`src/rtl/lca_pkg.sv`:
```
package lca_pkg;
  // NZCV bit positions
  localparam int FLAG_N = 3;
  localparam int FLAG_Z = 2;
  localparam int FLAG_C = 1;
  localparam int FLAG_V = 0;

  typedef struct packed {
    logic load;        // capture results this edge
    logic inv;         // invert second operand
    logic carryInit;   // carry into lane 0
    logic writeFlags;  // flag update requested
  } ctrlStrobes_t;
endpackage

```
`src/rtl/lca_ctrl.sv`:
```
module lca_ctrl #(
  parameter int LANES = 4
) (
  input  logic                  clk,
  input  logic                  rst_n,
  input  logic                  start,
  input  logic                  subMode,
  input  logic                  fixedCarry,
  input  logic                  skipFirst,
  input  logic [3:0]            nzcvIn,
  input  logic [LANES-1:0]      laneActive,
  output lca_pkg::ctrlStrobes_t strobes,
  output logic                  done
);
  logic effFixed;

  always_comb begin
    // skipping the first beat turns the constant-carry form into the flag-carry form
    effFixed           = fixedCarry & ~skipFirst;
    strobes.load       = start;
    strobes.inv        = subMode;
    strobes.carryInit  = effFixed ? subMode : nzcvIn[lca_pkg::FLAG_C];
    strobes.writeFlags = effFixed | (|laneActive);
  end

  always_ff @(posedge clk or negedge rst_n) begin
    if (!rst_n) done <= 1'b0;
    else        done <= start;
  end
endmodule

```
`src/rtl/lca_datapath.sv`:
```
module lca_datapath #(
  parameter int LANES  = 4,
  parameter int LANE_W = 32
) (
  input  logic                   clk,
  input  logic                   rst_n,
  input  lca_pkg::ctrlStrobes_t  strobes,
  input  logic [LANES*LANE_W-1:0] srcA,
  input  logic [LANES*LANE_W-1:0] srcB,
  input  logic [LANES*LANE_W-1:0] oldDest,
  input  logic [LANES*LANE_W/8-1:0] byteMask,
  input  logic [3:0]             nzcvIn,
  output logic [LANES-1:0]       laneActive,
  output logic [LANES*LANE_W-1:0] destOut,
  output logic [3:0]             nzcvOut,
  output logic                   flagWe
);
  localparam int BPL   = LANE_W / 8;
  localparam int VEC_W = LANES * LANE_W;
  localparam int NBYTE = VEC_W / 8;

  logic [LANES:0]   chain;
  logic [VEC_W-1:0] rawSum;
  logic [VEC_W-1:0] mergedDest;
  logic [3:0]       nzcvNext;

  assign chain[0] = strobes.carryInit;

  for (genvar k = 0; k < LANES; k++) begin : g_lane
    logic [LANE_W-1:0] opA;
    logic [LANE_W-1:0] opB;
    logic [LANE_W:0]   laneSum;
    assign laneActive[k] = byteMask[k*BPL];
    assign opA = srcA[k*LANE_W +: LANE_W];
    assign opB = srcB[k*LANE_W +: LANE_W] ^ {LANE_W{strobes.inv}};
    assign laneSum = {1'b0, opA} + {1'b0, opB} + {{LANE_W{1'b0}}, chain[k]};
    assign rawSum[k*LANE_W +: LANE_W] = laneSum[LANE_W-1:0];
    // an inactive lane leaves the running carry untouched
    assign chain[k+1] = laneActive[k] ? laneSum[LANE_W] : chain[k];
  end

  for (genvar j = 0; j < NBYTE; j++) begin : g_byte
    assign mergedDest[j*8 +: 8] = byteMask[j] ? rawSum[j*8 +: 8] : oldDest[j*8 +: 8];
  end

  always_comb begin
    nzcvNext = nzcvIn;
    if (strobes.writeFlags) begin
      nzcvNext                  = 4'b0000;
      nzcvNext[lca_pkg::FLAG_C] = chain[LANES];
    end
  end

  always_ff @(posedge clk or negedge rst_n) begin
    if (!rst_n) begin
      destOut <= '0;
      nzcvOut <= '0;
      flagWe  <= 1'b0;
    end else if (strobes.load) begin
      destOut <= mergedDest;
      nzcvOut <= nzcvNext;
      flagWe  <= strobes.writeFlags;
    end
  end
endmodule

```
`src/rtl/lane_carry_adder.sv`:
```
module lane_carry_adder #(
  parameter int LANES  = 4,
  parameter int LANE_W = 32
) (
  input  logic                      clk,
  input  logic                      rst_n,
  input  logic                      start,
  input  logic [LANES*LANE_W-1:0]   srcA,
  input  logic [LANES*LANE_W-1:0]   srcB,
  input  logic [LANES*LANE_W-1:0]   oldDest,
  input  logic [LANES*LANE_W/8-1:0] byteMask,
  input  logic                      subMode,
  input  logic                      fixedCarry,
  input  logic                      skipFirst,
  input  logic [3:0]                nzcvIn,
  output logic [LANES*LANE_W-1:0]   destOut,
  output logic [3:0]                nzcvOut,
  output logic                      flagWe,
  output logic                      done
);
  lca_pkg::ctrlStrobes_t strobes;
  logic [LANES-1:0]      laneActive;

  lca_ctrl #(.LANES(LANES)) ctrl_i (
    .clk(clk), .rst_n(rst_n), .start(start), .subMode(subMode),
    .fixedCarry(fixedCarry), .skipFirst(skipFirst), .nzcvIn(nzcvIn),
    .laneActive(laneActive), .strobes(strobes), .done(done)
  );

  lca_datapath #(.LANES(LANES), .LANE_W(LANE_W)) dp_i (
    .clk(clk), .rst_n(rst_n), .strobes(strobes), .srcA(srcA), .srcB(srcB),
    .oldDest(oldDest), .byteMask(byteMask), .nzcvIn(nzcvIn),
    .laneActive(laneActive), .destOut(destOut), .nzcvOut(nzcvOut),
    .flagWe(flagWe)
  );
endmodule

```
`config.mk`:
```
export PLATFORM = sky130hd
export DESIGN_NAME = lane_carry_adder
export DESIGN_NICKNAME = d
export VERILOG_FILES = /design/src/rtl/lca_pkg.sv /design/src/rtl/lca_ctrl.sv /design/src/rtl/lca_datapath.sv /design/src/rtl/lane_carry_adder.sv
export SDC_FILE = /design/constraint.sdc
export NUM_CORES = 1
export LEC_CHECK = 0
export BUFFER_PORTS_ARGS = -buffer_cell sky130_fd_sc_hd__buf_2
export CORE_AREA = 2 2 210 212
export CTS_BUF_LIST = sky130_fd_sc_hd__clkbuf_8 sky130_fd_sc_hd__clkbuf_16
export CTS_CLUSTER_SIZE = 24
export DETAILED_ROUTE_END_ITERATION = 16
export DIE_AREA = 0 0 212 214
export PLACE_DENSITY = 0.54
export SYNTH_ARGS = -nofsm -noshare
export SYNTH_HDL_FRONTEND = slang
export SYNTH_SLANG_ARGS = --single-unit
```
`constraint.sdc`:
```
create_clock -name clk -period 1.4 [get_ports clk]
set_input_delay 0.21 -clock clk [delete_from_list [all_inputs] [get_ports clk]]
set_output_delay 0.21 -clock clk [all_outputs]
set_load 0.02 [all_outputs]
```
# Word-level counts from Yosys, hierarchy flattened
# Index checks and enable logic that the tools add are counted.
[classes]
mul = 0
muxes = 22
n_reduce_logical = 1
shift = 0
div = 0
add_sub_neg = 8
n_lt_le_gt_ge = 0
bitwise_logic = 7
eq_ne = 0
[ops]
columns = ["operator", "n"]
rows = [
  ["$add 32x32->33", 4],
  ["$add 33x1->33", 4],
  ["$mux 8", 16],
  ["$xor 32x32->32", 4],
  ["$mux 1", 5],
  ["$mux 4", 1],
  ["$reduce_or 4->1", 1],
  ["$and 1x1->1", 1],
  ["$not 1->1", 1],
  ["$or 1x1->1", 1],
]
[totals]
latch_bits = 0
n_memories = 0
out_inout_bits = 134
reg_bits = 134
mem_bits_ro = 0
elab_cells = 42
ramBits = 0
inputBits = 410

# Longest topological paths before layout
# Gate-level depths: netlist (run 1).
[logic_depth]
ltp_word = 12
mapped_depth = 47
ltp_nobuf = 45

# Cells and area by module
# From an unflattened synthesis (run 1), not the netlist that was laid out.
[hier_totals]
hier_cells = 1612
area_unflattened_um2 = 13610.6
[modules_own_cells]
columns = ["mod", "area_each_um2", "instances", "cells_each", "seq_area_each_um2"]
rows = [
  ["lca_datapath", 13529.2, 1, 1605, 3328.2],
  ["lca_ctrl", 81.3, 1, 7, 25.0],
]

# Worst setup path before layout (run 1)
# No wires, ideal clock.
[synth_timing]
kind = "input to register"
from = "input port subMode"
to = "register dp_i.destOut[121]"
arrival_time_ps = 10336
n_path_buf = 3
path_stages = 46
required_time_ps = 1313
path_slack_ps = -9022
cell_sequence = "clkbuf_1 > clkbuf_1 > buf_1 > xnor2_1 > fa_1 > fa_1 > nor2b_1 > o31a_1 > o221ai_1 > nand4b_1 > a41oi_1 > o211a_1 > o21ai_1 > fa_1 > fa_1 > a21oi_1 > o211ai_1 > a31oi_1 > [10 not listed] > a2111oi_2 > o21ai_0 > nand3_1 > a21oi_1 > a311o_1 > nand2_1 > a311oi_1 > fa_1 > a21o_1 > a21o_1 > a2111oi_4 > o21bai_2 > a311oi_4 > a21oi_2 > a221o_1 > a31oi_1 > nand4_1 > o211ai_1"
[synth_via]
elab_chain_len = 10
[synth_lines]
columns = ["element", "line", "rtl"]
rows = [
  ["start, declared", "lane_carry_adder.sv:12", "input logic subMode,"],
  ["$xor 32x32->32", "lca_datapath.sv:35", "assign opB = srcB[k*LANE_W +: LANE_W] ^ {LANE_W{strobes.inv}};"],
  ["$add 32x32->33", "lca_datapath.sv:36", "assign laneSum = {1'b0, opA} + {1'b0, opB} + {{LANE_W{1'b0}}, chain[k]};"],
  ["$add 33x1->33", "lca_datapath.sv:36", ""],
  ["$mux 1", "lca_datapath.sv:39", "assign chain[k+1] = laneActive[k] ? laneSum[LANE_W] : chain[k];"],
  ["$add 33x1->33", "lca_datapath.sv:36", ""],
  ["$mux 1", "lca_datapath.sv:39", ""],
  ["$add 33x1->33", "lca_datapath.sv:36", ""],
  ["$mux 1", "lca_datapath.sv:39", ""],
  ["$add 33x1->33 *", "lca_datapath.sv:36", ""],
  ["$mux 8 *", "lca_datapath.sv:43", "assign mergedDest[j*8 +: 8] = byteMask[j] ? rawSum[j*8 +: 8] : oldDest[j*8 +: 8];"],
  ["end signal, assigned", "lca_datapath.sv:60", "destOut <= mergedDest;"],
  ["end, declared", "lca_datapath.sv:14", "output logic [LANES*LANE_W-1:0] destOut,"],
]
# Mark *: on every way between the ends. The rest lies on a longest branch, timed or not.
# A chain may end at the register's enable or synchronous reset.

# Worst setup path in the final report (run 1)
[layout_timing]
from = "input port skipFirst"
to = "register dp_i.destOut[119]"
[layout_via]
elab_chain_len = 11
[layout_lines]
columns = ["element", "line", "rtl"]
rows = [
  ["start, declared", "lane_carry_adder.sv:14", "input logic skipFirst,"],
  ["$not 1->1 *", "lca_ctrl.sv:19", "effFixed = fixedCarry & ~skipFirst;"],
  ["$and 1x1->1 *", "lca_ctrl.sv:19", ""],
  ["$mux 1 *", "lca_ctrl.sv:22", "strobes.carryInit = effFixed ? subMode : nzcvIn[lca_pkg::FLAG_C];"],
  ["$add 33x1->33", "lca_datapath.sv:36", ""],
  ["$mux 1 *", "lca_datapath.sv:39", ""],
  ["$add 33x1->33", "lca_datapath.sv:36", ""],
  ["$mux 1 *", "lca_datapath.sv:39", ""],
  ["$add 33x1->33", "lca_datapath.sv:36", ""],
  ["$mux 1 *", "lca_datapath.sv:39", ""],
  ["$add 33x1->33 *", "lca_datapath.sv:36", ""],
  ["$mux 8 *", "lca_datapath.sv:43", ""],
]
# Marked as above.

==> flow_metrics.env, run 1 <==
export IMPL_root_buffer="clkbuf_16"
export IMPL_port_buffers=543
export IMPL_place_hpwl_um=46500
export IMPL_synthFlopType="dfrtp_1"
export IMPL_grt_overflow_total=0
export IMPL_ys_ff_latch=134
export IMPL_routed_wl_um=58400
export IMPL_grt_pass1_wl_um=88400
export IMPL_finClkSkew_ns=0
export IMPL_io_pins=544
export IMPL_tightest_slew_ns=0.736
export IMPL_clkTransAtPathRegs_ns=0.06
export IMPL_yosys_warnings=0
export IMPL_grt_setup_unrepaired="true"
export IMPL_cts_sinks=134
export IMPL_seq_area_um2=3350
export IMPL_outcome="finished with violations"
export IMPL_worst_path_max_delay_cell="fa_2"
export IMPL_area_delta_synth_final_pct=72.3
export IMPL_layout_nets=3155
export IMPL_cts_buffer_depth=2
export IMPL_slew_viol_final=0
export IMPL_fmax_ghz=0.112
export IMPL_grt_total_usage_pct=25.3
export IMPL_ir_worst_vdd_mv=0.681
export IMPL_drive_gt1_share_pct=47.7
export IMPL_synth_top_area_share_pct=24.8
export IMPL_syn_num_nets=2123
export IMPL_die_h_um=214
export IMPL_syn_area_um2=13500
export IMPL_hp_class="in2reg"
export IMPL_grt_max_degree=46
export IMPL_p_leak_nw=11.8
export IMPL_failed_checks="negative setup slack"
export IMPL_synth_area_leaders="dfrtp_1 25%, ha_1 11%, xor2_1 10%"
export IMPL_async_flop_share_pct=100
export IMPL_cpMostUsedCell="fa_2"
export IMPL_power_per_cell_area_nw_per_um2=1000
export IMPL_htreeDepth=4
export IMPL_drtIter0Drc=670
export IMPL_clkLatencyLatePin_ns=0.49
export IMPL_core_area_um2=42900
export IMPL_yosysSeqAreaShare_pct=24.8
export IMPL_wl_per_cell_um=18.1
export IMPL_ant_nets=0
export IMPL_start_util_pct=31.5
export IMPL_path_class="in2reg"
export IMPL_n_fill_cell=3986
export IMPL_crit_path_max_incr_delay_ns=0.39
export IMPL_yosysTopAreaCell="dfrtp_1"
export IMPL_multi_input_area_um2=11000
export IMPL_fin_crit_sh_pct=638
export IMPL_final_common_cell="buf_2"
export IMPL_start_kind="primary input"
export IMPL_route_vias_total=15800
export IMPL_via_per_inst=4.91
export IMPL_drcViolationCount=0
export IMPL_synth_cells=1581
export IMPL_setup_viol=128
export IMPL_final_cell_mix="538 x buf_2, 409 x buf_4, 155 x a21oi_1"
export IMPL_ys_types=67
export IMPL_hold_viol_final=0
export IMPL_cp_arrival_ns=9.31
export IMPL_fin_crit_ns=8.93
export IMPL_avgSynthCellArea_um2=8.54
export IMPL_cts_buffers=17
export IMPL_die_width_um=212
export IMPL_required_ns=1.78
export IMPL_place_congestion=0.943
export IMPL_synth_edf_count=0
export IMPL_endpoint_kind="flop"
export IMPL_utilization_pct=54.3
export IMPL_cts_tree="built"
export IMPL_cp_top_family="compound AO/OA/AOI/OAI gates"
export IMPL_fin_ws_ns=-7.53
export IMPL_grt_pass1_vias=16400
export IMPL_antenna_found_initial=23
export IMPL_die_area_um2=45400
export IMPL_crit_buf_inv=2
export IMPL_crit_fanout=4
export IMPL_relSlewSlack_pct=50.9
export IMPL_first_pass_iters=5
export IMPL_fp_row_count=76
export IMPL_holdWs_ns=0.0128
export IMPL_drv_cap=0
-- through the flow --
stage / total power [mW] / cell area [um2] / setup WS (ns) / instances / TNS, ns
3_5_place_dp: 16.3 / 19900 / -8.63 / 3022 / -625.36
6_report: 23.3 / 23300 / -7.53 / 3225 / -514.65
2_1_floorplan: 11.4 / 13800 / -7.87 / 1581 / -536.69
3_3_place_gp: 16.2 / 19900 / -8.51 / 3022 / -616.16
5_1_grt: 24.7 / 23300 / -7.99 / 3224 / -550.12
4_1_cts: 22.8 / 22600 / -7.71 / 3182 / -517.56
-- synthesized netlist by cell type (all sizes together) (11+ instances only) --
cell type / count
a21o: 82
a21oi: 202
a31oi: 21
and3: 13
buf: 25
clkbuf: 48
dfrtp: 134
ha: 124
inv: 49
mux2i: 99
nand2: 61
nand2b: 11
nand3: 25
nand3b: 18
nand4: 13
nor2: 161
nor2b: 23
nor3: 17
o21a: 14
o21ai: 59
o21bai: 22
xnor2: 73
xor2: 159
-- worst min-delay path, cell delays in order --
cell and delay, ns:
buf_2 0.08, mux2i_1 0.06, a21oi_1 0.11
-- flip-flops by register name (all words and copies together), names as in the netlist --
| signal | flops |
|---|---|
| dp_i.flagWe | 1 |
| dp_i.nzcvOut | 4 |
| dp_i.destOut | 128 |
| ctrl_i.done | 1 |
-- final timing paths --
path | endpoint | cells past startpoint | start | slack (ns)
setup reg to reg | dp_i.nzcvOut[1]$_DFFE_PN0P_ | 5 | dp_i.nzcvOut[1]$_DFFE_PN0P_ | 0.22
max in group asynchronous | dp_i.destOut[127]$_DFFE_PN0P_ | 3 | rst_n | 0.68
hold reg to reg | dp_i.destOut[88]$_DFFE_PN0P_ | 1 | dp_i.destOut[88]$_DFFE_PN0P_ | 0.50
hold / removal | dp_i.destOut[68]$_DFFE_PN0P_ | 3 | oldDest[68] | 0.01
min in group asynchronous | dp_i.destOut[12]$_DFFE_PN0P_ | 2 | rst_n | 0.15
setup / recovery | dp_i.destOut[119]$_DFFE_PN0P_ | 46 | skipFirst | -7.53
-- power by group --
| part | switching (mW) | leakage (nW) | internal [mW] |
|---|---|---|---|
| Clock | 1.98 | 0.316 | 3.13 |
| Combinational | 6.65 | 9.99 | 6.51 |
| Sequential | 0.427 | 1.53 | 4.59 |
| Total | 9.05 | 11.8 | 14.2 |
-- final cells by class --
class / count / share of cell area [%]
tap: 585 / 3.15
clock buffer: 21 / 2.06
sequential: 134 / 14.4
antenna: 15 / 0.161
inverter: 49 / 0.790
clock inverter: 10 / 0.651
timing repair buffer: 1086 / 31.4
multi-input combinational: 1325 / 47.4
-- kinds of logic (layout without fill, tap and decap cells) --
group / count (synthesis) / in the layout / share of synthesized area [%]
compound gates: 485 / 485 / 23.0
simple gates: 367 / 367 / 12.9
xor+xnor: 232 / 232 / 15.0
flops: 134 / 134 / 24.8
fa+ha+maj: 132 / 132 / 12.7
buf+inv: 122 / 1166 / 3.40
mux: 109 / 109 / 8.17
other cells: 0 / 15 / 0
-- metal layers --
layer	track usage [%]	wire, um	share of wire, %
met1	28.7	23600	40
met2	43.7	29000	50
met3	6.17	3240	5.5
met4	13.1	2440	4.2
met5	0	103	0.18
-- repair_timing --
action	4_1_cts	5_1_grt
pin swaps	255	159
hold buffers	84	0
endpoints found under the hold margin	217	0
buffers inserted	52	41
resized for setup	178	82
endpoints found under the setup margin	129	128
Power figures use the tool's default switching activity.
==> run 2, diff against run 1 <==
--- a/config.mk
+++ b/config.mk
@@ -5,13 +5,14 @@
 export SDC_FILE = /design/constraint.sdc
 export NUM_CORES = 1
 export LEC_CHECK = 0
-export BUFFER_PORTS_ARGS = -buffer_cell sky130_fd_sc_hd__buf_2
 export CORE_AREA = 2 2 210 212
 export CTS_BUF_LIST = sky130_fd_sc_hd__clkbuf_8 sky130_fd_sc_hd__clkbuf_16
 export CTS_CLUSTER_SIZE = 24
 export DETAILED_ROUTE_END_ITERATION = 16
 export DIE_AREA = 0 0 212 214
-export PLACE_DENSITY = 0.54
+export DONT_BUFFER_PORTS = 1
+export PLACE_DENSITY = 0.43
+export SETUP_SLACK_MARGIN = 0.15
 export SYNTH_ARGS = -nofsm -noshare
 export SYNTH_HDL_FRONTEND = slang
 export SYNTH_SLANG_ARGS = --single-unit
==> flow_metrics.env, run 2 (synthesis results as in run 1) <==
export IMPL_cts_sinks=134
export IMPL_wl_per_cell_um=20.6
export IMPL_fp_row_count=76
export IMPL_clkLatencyLatePin_ns=0.45
export IMPL_cts_tree="built"
export IMPL_die_area_um2=45400
export IMPL_tightest_slew_ns=0.746
export IMPL_die_width_um=212
export IMPL_layout_nets=2527
export IMPL_drv_cap=0
export IMPL_fin_ws_ns=-7.71
export IMPL_fin_crit_ns=9.11
export IMPL_grt_pass1_wl_um=80600
export IMPL_cts_hold_buffers=32
export IMPL_crit_path_max_incr_delay_ns=0.40
export IMPL_failed_checks="negative hold slack, negative setup slack"
export IMPL_area_delta_synth_final_pct=44.7
export IMPL_setup_tns_ns=-519.17
export IMPL_multi_input_area_um2=11100
export IMPL_io_pins=544
export IMPL_grt_total_usage_pct=23.1
export IMPL_holdWs_ns=-0.553
export IMPL_drcViolationCount=0
export IMPL_relSlewSlack_pct=50.3
export IMPL_regMostFlops="dp_i.destOut"
export IMPL_grt_overflow_total=0
export IMPL_setup_viol=128
export IMPL_ir_worst_vdd_mv=0.458
export IMPL_grt_setup_unrepaired="true"
export IMPL_finClkSkew_ns=0
export IMPL_outcome="finished with violations"
export IMPL_die_h_um=214
export IMPL_utilization_pct=45.6
export IMPL_path_class="in2reg"
export IMPL_largest_registers="dp_i.destOut (128), dp_i.nzcvOut (4)"
export IMPL_n_fill_cell=4241
export IMPL_cts_buffer_depth=2
export IMPL_place_hpwl_um=41400
export IMPL_hp_class="in2async"
export IMPL_core_area_um2=42900
export IMPL_drive_gt1_share_pct=33.4
export IMPL_place_congestion=0.914
export IMPL_seq_area_um2=3360
export IMPL_final_cell_mix="390 x buf_4, 154 x a21oi_1, 152 x nor2_1"
export IMPL_fin_crit_sh_pct=651
export IMPL_cts_buffers=17
export IMPL_power_per_cell_area_nw_per_um2=1070
export IMPL_root_buffer="clkbuf_16"
export IMPL_grt_pass1_vias=13800
export IMPL_p_leak_nw=9.26
export IMPL_largest_reg_flops=128
export IMPL_first_pass_iters=5
export IMPL_routed_wl_um=53300
export IMPL_crit_fanout=4
export IMPL_drtIter0Drc=524
export IMPL_start_kind="primary input"
export IMPL_start_util_pct=31.5
export IMPL_hold_viol_final=237
export IMPL_cpMostUsedCell="fa_2"
export IMPL_antenna_found_initial=4
export IMPL_cp_arrival_ns=9.43
export IMPL_fmax_ghz=0.110
export IMPL_grt_max_degree=271
export IMPL_endpoint_kind="flop"
export IMPL_slew_viol_final=0
export IMPL_via_per_inst=5.15
export IMPL_clkTransAtPathRegs_ns=0.06
export IMPL_htreeDepth=4
export IMPL_required_ns=1.72
export IMPL_route_vias_total=13300
export IMPL_ant_nets=0
export IMPL_final_common_cell="buf_4"
export IMPL_port_buffers=0
export IMPL_worst_path_max_delay_cell="a221o_1"
-- run 2: report_power, final --
part	internal (mW)	total [mW]	leakage [nW]	switching (mW)
clock network	2.69	4.55	0.287	1.86
logic	5.50	10.2	7.45	4.68
registers	4.59	6.08	1.52	1.49
-- run 2: what timing repair did --
action                                  CTS  global route
gates cloned                              0             0
endpoints found under the setup margin  135           135
setup buffers                            33            25
endpoints found under the hold margin   268           257
pin swaps                               167           166
resized for setup                       101           145
-- run 2: per-stage QoR --
stage	cell area, um2	power, mW	hold WS, ns	setup WS [ns]	std cells
floorplan	13800	11.4	-0.0856	-7.87	1581
global route	19500	22.2	-0.585	-8.21	2581
global placement	16900	14.5	-0.0825	-8.33	2461
detailed placement	16900	14.6	-0.0826	-8.56	2461
finish	19500	20.8	-0.553	-7.71	2582
CTS	18600	20.1	-0.592	-7.88	2554
-- run 2: final timing paths --
| kind | slack [ns] | endpoint | from | depth (start not counted) |
|---|---|---|---|---|
| max | -7.71 | dp_i.destOut[119]$_DFFE_PN0P_ | skipFirst | 47 |
| min | -0.55 | dp_i.destOut[39]$_DFFE_PN0P_ | rst_n | 0 |
| max reg2reg | 0.17 | dp_i.nzcvOut[1]$_DFFE_PN0P_ | dp_i.nzcvOut[1]$_DFFE_PN0P_ | 5 |
| min reg2reg | 0.56 | dp_i.destOut[123]$_DFFE_PN0P_ | dp_i.destOut[123]$_DFFE_PN0P_ | 2 |
| max in group asynchronous | 1.74 | dp_i.destOut[100]$_DFFE_PN0P_ | rst_n | 0 |
| min in group clk | -0.21 | ctrl_i.done$_DFF_PN0_ | start | 0 |
-- run 2: final cells by class --
type / instances / share of cell area, %
Tap cell: 585 / 3.75
Inverter: 49 / 0.941
Timing Repair Buffer: 458 / 18.7
Antenna cell: 3 / 0.0384
Multi-Input combinational cell: 1325 / 56.6
Sequential cell: 134 / 17.2
Clock inverter: 8 / 0.442
Clock buffer: 20 / 2.39
-- run 2: critical path, delay by kind of cell --
| family | cells | cell delay (ns) |
|---|---|---|
| AOI/OAI and AO/OA | 28 | 5.31 |
| adders and majority gates | 7 | 2.33 |
| and+or+nand+nor | 6 | 0.61 |
| buffers and inverters | 3 | 0.42 |
| muxes | 2 | 0.37 |
| xor gates and xnor gates | 1 | 0.18 |
-- run 2: routing by layer --
metal	wire length, um	up-vias	GRT usage (%)	share of wire, %
met5	30	-	0	0.056
met4	1360	4	7.44	2.6
met3	4100	70	7.05	7.7
met2	26800	403	41.0	50
met1	21000	6345	26.1	39
li1	-	6480	-	-
